## src/rtl/pport_host_regs.sv

```systemverilog
module pport_host_regs #(
  parameter int ADDR_W     = 11,
  parameter int FIFO_DEPTH = 16
) (
  input  logic              clk,
  input  logic              rst_n,
  input  logic [ADDR_W-1:0] bus_addr,
  input  logic              bus_wr,
  input  logic              bus_rd,
  input  logic [7:0]        bus_wdata,
  output logic [7:0]        bus_rdata,
  output logic [7:0]        pins_out,
  output logic              pins_oe,
  input  logic [7:0]        pins_in,
  input  logic [4:0]        line_status,
  output logic [7:0]        ctrl_lines,
  input  logic              timeout_in,
  input  logic              fifo_pop,
  output logic [7:0]        fifo_head,
  output logic              fifo_avail
);
  localparam int PTR_W = (FIFO_DEPTH > 1) ? $clog2(FIFO_DEPTH) : 1;
  localparam int CNT_W = $clog2(FIFO_DEPTH + 1);
  localparam logic [ADDR_W-1:0] OFS_DATA = ADDR_W'(12'h000);
  localparam logic [ADDR_W-1:0] OFS_STAT = ADDR_W'(12'h001);
  localparam logic [ADDR_W-1:0] OFS_CTRL = ADDR_W'(12'h002);
  localparam logic [ADDR_W-1:0] OFS_EPP  = ADDR_W'(12'h004);
  localparam logic [ADDR_W-1:0] OFS_FIFO = ADDR_W'(12'h400);
  localparam logic [ADDR_W-1:0] OFS_XCR  = ADDR_W'(12'h402);
  localparam logic [2:0]        MODE_EPP = 3'b100;
  localparam logic [CNT_W-1:0]  CNT_FULL = CNT_W'(FIFO_DEPTH);
  localparam logic [PTR_W-1:0]  PTR_LAST = PTR_W'(FIFO_DEPTH - 1);

  logic [7:0]       data_q, ctrl_q;
  logic [5:0]       xcr_q;
  logic             tmo_q, arm_q;
  logic [7:0]       mem [FIFO_DEPTH];
  logic [PTR_W-1:0] wp, rp;
  logic [CNT_W-1:0] cnt;
  logic [7:0]       rd_mux;

  wire       reversed  = ctrl_q[5];
  wire       is_epp    = (xcr_q[5:3] == MODE_EPP);
  wire       empty     = (cnt == '0);
  wire       full      = (cnt == CNT_FULL);
  wire       epp_hit   = (bus_wr || bus_rd) && bus_addr == OFS_EPP;
  wire       epp_bad   = epp_hit && !is_epp;
  wire       data_wr   = bus_wr && (bus_addr == OFS_DATA || (bus_addr == OFS_EPP && is_epp));
  wire       stat_wr   = bus_wr && bus_addr == OFS_STAT;
  wire       push      = bus_wr && bus_addr == OFS_FIFO && !full;
  wire       pop       = fifo_pop && !empty;
  wire       tmo_set   = timeout_in || epp_bad;
  wire       tmo_clr   = stat_wr && !bus_wdata[0] && arm_q;
  wire [7:0] data_view = reversed ? pins_in : data_q;

  assign pins_out   = data_q;
  assign pins_oe    = !reversed;
  assign ctrl_lines = ctrl_q;
  assign fifo_head  = mem[rp];
  assign fifo_avail = !empty;

  always_ff @(posedge clk) begin
    if (!rst_n) begin
      data_q <= '0;
      ctrl_q <= '0;
      xcr_q  <= '0;
      tmo_q  <= 1'b0;
      arm_q  <= 1'b0;
    end else begin
      if (data_wr) data_q <= bus_wdata;
      if (bus_wr && bus_addr == OFS_CTRL) ctrl_q <= bus_wdata;
      if (bus_wr && bus_addr == OFS_XCR) xcr_q <= bus_wdata[7:2];
      if (stat_wr) arm_q <= bus_wdata[0];
      if (tmo_set) tmo_q <= 1'b1;
      else if (tmo_clr) tmo_q <= 1'b0;
    end
  end

  always_ff @(posedge clk) begin
    if (!rst_n) begin
      wp  <= '0;
      rp  <= '0;
      cnt <= '0;
    end else begin
      if (push) wp <= (wp == PTR_LAST) ? '0 : wp + 1'b1;
      if (pop)  rp <= (rp == PTR_LAST) ? '0 : rp + 1'b1;
      cnt <= cnt + CNT_W'(push) - CNT_W'(pop);
    end
  end

  always_ff @(posedge clk) begin
    if (push) mem[wp] <= bus_wdata;
  end

  always_comb begin
    rd_mux = 8'h00;
    if (bus_addr == OFS_DATA)      rd_mux = data_view;
    else if (bus_addr == OFS_STAT) rd_mux = {line_status, 2'b00, tmo_q};
    else if (bus_addr == OFS_CTRL) rd_mux = ctrl_q;
    else if (bus_addr == OFS_EPP)  rd_mux = is_epp ? data_view : 8'hFF;
    else if (bus_addr == OFS_FIFO) rd_mux = mem[rp];
    else if (bus_addr == OFS_XCR)  rd_mux = {xcr_q, full, empty};
  end

  assign bus_rdata = bus_rd ? rd_mux : 8'h00;

  AST_TMO_INPUT: assert property (@(posedge clk) disable iff (!rst_n) timeout_in |=> tmo_q);
  AST_TMO_CLEAR: assert property (@(posedge clk) disable iff (!rst_n)
    (tmo_q && !tmo_set && !(stat_wr && arm_q && !bus_wdata[0])) |=> tmo_q);
  AST_EPP_GUARD: assert property (@(posedge clk) disable iff (!rst_n) epp_bad |=> tmo_q);
  AST_NO_OVERFLOW: assert property (@(posedge clk) disable iff (!rst_n) cnt <= CNT_FULL);
  AST_FULL_DROP: assert property (@(posedge clk) disable iff (!rst_n)
    (full && !fifo_pop) |=> full && $stable(wp));
  AST_EMPTY_POP: assert property (@(posedge clk) disable iff (!rst_n)
    (empty && !(bus_wr && bus_addr == OFS_FIFO)) |=> empty && $stable(rp));
  AST_DIR_OE: assert property (@(posedge clk) disable iff (!rst_n)
    (bus_wr && bus_addr == OFS_CTRL) |=> pins_oe == !$past(bus_wdata[5]));
endmodule

```

## config.mk

```make
export PLATFORM = sky130hd
export DESIGN_NAME = pport_host_regs
export DESIGN_NICKNAME = d
export VERILOG_FILES = /design/src/rtl/pport_host_regs.sv
export SDC_FILE = /design/constraint.sdc
export NUM_CORES = 1
export LEC_CHECK = 0
export ABC_AREA = 1
export BUFFER_PORTS_ARGS = -buffer_cell sky130_fd_sc_hd__buf_2
export CORE_ASPECT_RATIO = 0.75
export CORE_UTILIZATION = 60
export CTS_BUF_LIST = sky130_fd_sc_hd__clkbuf_16
export DETAILED_ROUTE_END_ITERATION = 8
export GPL_TIMING_DRIVEN = 1
export PLACE_DENSITY = 0.81
export SYNTH_ARGS = -nofsm -noshare
export SYNTH_HDL_FRONTEND = slang
export SYNTH_SLANG_ARGS = --single-unit
```

## constraint.sdc

```tcl
create_clock -name clk -period 3.6 [get_ports clk]
set_input_delay 0.36 -clock clk [delete_from_list [all_inputs] [get_ports clk]]
set_output_delay 0.36 -clock clk [all_outputs]
set_load 0.1 [all_outputs]
```

==> results_dict.tcl <==
set metrics [dict create \
    power_frac_seq_pct 40.8 \
    fmax_ghz 0.316 \
    start_util_pct 61.9 \
    dp_slack_ns 0.756 \
    path_buf_inv 3 \
    p_comb_share_pct 26.3 \
    ant_nets 0 \
    worstSetupEndpointType "output port" \
    grt_setup_unrepaired "false" \
    finalWorstPathRequiredPeriod_ns 3.17 \
    internal_power_mw 3.38 \
    root_buffer "clkbuf_16" \
    synth_edf_count 128 \
    fill_cells 897 \
    synthArstFlopShare_pct 0 \
    cellPowerDensity_mw_per_mm2 603 \
    dr_total_vias 6009 \
    hp-class "input pin to register" \
    die_height_um 99.6 \
    cpLargestDelayFamily "buffers and inverters" \
    finalSetupViolations 0 \
    dieArea_mm2 0.0132 \
    finalHoldViolCount 0 \
    vdd_drop_max_uv 536 \
    hold_start "timeout_in" \
    netlist.area_leader.share_pct 50.5 \
    wire_per_inst_um 18.8 \
    layout_commonest_cell "nand2_1" \
    cp.arrival_ns 2.81 \
    critPathKind "register to output port" \
    path_max_fanout 32 \
    postCtsSetupBuffers 0 \
    total_power_mw 5.30 \
    postSynthCellCount 776 \
    critical-path-slowest-cell "inv_1" \
    startpoint_type "register" \
    drv_slew 0 \
    yosysUniqueCellTypes 41 \
    row_count 35 \
    vias_per_cell 5.87 \
    clkTransAtPathRegs_ns 0.07 \
    tightestPinTransition_ns 1.12 \
    cts.htree.levels 4 \
    sw_frac_of_total_pct 36.3 \
    path_common_cell "nand3_1" \
    use_met3_pct 6.37 \
    final.setup.tns_ns 0 \
    layout_common_cells "nand2_1 (189), nand3_1 (132), edfxtp_1 (128), buf_2 (64), nor2_1 (61)" \
    grt_max_degree 42 \
    p_clk_share_pct 32.9 \
    grt_pass1_vias 5512 \
    grt_pass1_wl_um 29800 \
    n_antenna_cell 0 \
    ys_top_cells_by_area "edfxtp_1 (50%), dfxtp_1 (11%), nand2_1 (9.3%)" \
    gp_congestion 0.985 \
    dr.pass1.iters 5 \
    io_buffer_count 71 \
    fin_ws_ns 0.432 \
    ys_ff_latch 169 \
    grt_use_met1_pct 44.3 \
    die-width_um 132 \
    outcome "complete, no violations" \
    area_delta_synth_final_pct 15.4 \
    synth_area_mm2 0.00762 \
    syn-num-nets 826 \
    slowest_delay_ns 0.80 \
    path_cells "inv_1 -> nand3_1 -> nand3_1 -> nand3_1 -> nand2_1 -> nor2_1 -> o21bai_1 -> nand3_1 -> nand2_1 -> inv_1 -> buf_2" \
    r2r-start "cnt[3]" \
    worstSkewPairLatency_ns 0.43 \
    dr.first_iter.drc_count 563 \
    wirelength_um 19300 \
    drive_above_1_share_pct 16.5 \
    synth-seq-area-share_pct 61.2 \
    synth_ff_type "edfxtp_1" \
    numCtsBuffers 17 \
    fp.coreArea_mm2 0.0123 \
    drc 0 \
    ys_warn_count 0 \
    met2_usage_pct 46.6 \
    cap_violations 0 \
    hpwl_um 13200 \
    cp.required_ns 3.24 \
    syn_area_per_cell_um2 9.81 \
    clock_skew_ns 0.0154 \
    finalCritPeriodShare_pct 88.0 \
    layout.nets 894 \
    p_switching_mw 1.92 \
    p_leak_nw 3.45 \
    antenna_found_initial 0 \
    boundaryPins 72 \
    grt_usage_pct 30.5 \
    ctsResizeCount 0 \
    top_usage_layer "met2" \
    max_slew_margin_pct 25.0 \
    synth_area_leader_cell "edfxtp_1" \
    gr-total-overflow 0 \
    cts.sinks 169 \
    cts_tree "built" \
    clockBufferDepth 2 \
    cts_hold_buf 0 \
]
[metal layers]
metal | share of wire [%] | vias to the layer above
met1 | 44 | 2926
met2 | 46 | 271
met4 | 1.5 | 0
li1 | - | 2788
met3 | 8.6 | 24
met5 | 0 | -
[cell usage after synthesis (3+ instances only)]
library cell,instances
nor2_4,4
o211ai_1,5
ha_1,11
nand3_1,132
nand2_2,3
mux2i_1,6
dfxtp_1,41
edfxtp_1,128
a21oi_1,35
buf_2,20
nand2_1,189
o21ai_1,8
o21ai_0,23
inv_1,55
buf_1,3
a211oi_1,3
nor2_1,61
nor3_1,5
a31oi_1,5
clkbuf_1,4
o21bai_1,3
inv_2,8
[flip-flops by register name, summed over array words and instances (netlist names), named ones only]
signal      count
mem           128
ctrl_lines      8
pins_out        8
xcr_q           6
cnt             5
rp              4
wp              4
arm_q           1
tmo_q           1
[power by group through the flow]
| stage | clock network (mW) | logic (mW) | registers [mW] |
|---|---|---|---|
| 2_1_floorplan | 0 | 1.03 | 2.19 |
| 3_3_place_gp | 0 | 1.32 | 2.20 |
| 3_5_place_dp | 0 | 1.36 | 2.21 |
| 4_1_cts | 1.75 | 1.38 | 2.16 |
| 5_1_grt | 1.83 | 1.49 | 2.16 |
| 6_report | 1.75 | 1.39 | 2.16 |
[layout make-up]
type | count | area (um2) | area share, %
timing repair buffer | 77 | 518 | 5.89
sequential | 169 | 4670 | 53.1
clock inverter | 15 | 149 | 1.69
inverter | 66 | 253 | 2.88
clock buffer | 17 | 425 | 4.84
multi-input combinational | 513 | 2570 | 29.3
tap | 166 | 208 | 2.36
[cell families (layout without fill, tap and decap cells)]
group	after synthesis	in the layout	synth area share (%)
multiplexers	6	6	0.789
AO/OA/AOI/OAI	84	84	6.06
XOR/XNOR	3	3	0.345
AND/OR/NAND/NOR	408	408	24.4
adder cells (fa/ha/maj)	12	12	2.07
buffers and inverters	94	175	5.08
flip-flops	169	169	61.2
[final timing paths]
| kind | endpoint | slack (ns) | depth (start not counted) |
|---|---|---|---|
| worst max-delay path | bus_rdata[6] | 0.43 | 11 |
| worst min-delay path | tmo_q | 0.28 | 4 |
| worst max register to register | cnt[4] | 0.80 | 14 |
| worst min register to register | xcr_q[1] | 0.48 | 2 |
[per-stage QoR]
stage	cell area, um2	hold slack [ns]	std cells	utilization (%)
after CTS	8790	0.272	1023	71.4
after detailed placement	8220	0.463	991	66.8
after global routing	8790	0.314	1023	71.4
final	8790	0.278	1023	71.4
after global placement	8220	0.461	991	66.8
after floorplan	7620	0.441	776	-
[worst reg2reg max path, delay by kind of cell, from the launching register on]
family / cells / cell delay (ns)
adders and majority gates: 4 / 1.10
AOI/OAI and AO/OA: 3 / 0.31
buffers and inverters: 3 / 0.24
and+or+nand+nor: 4 / 0.74
DFF: 1 / 0.33
Power figures use the tool's default switching activity.
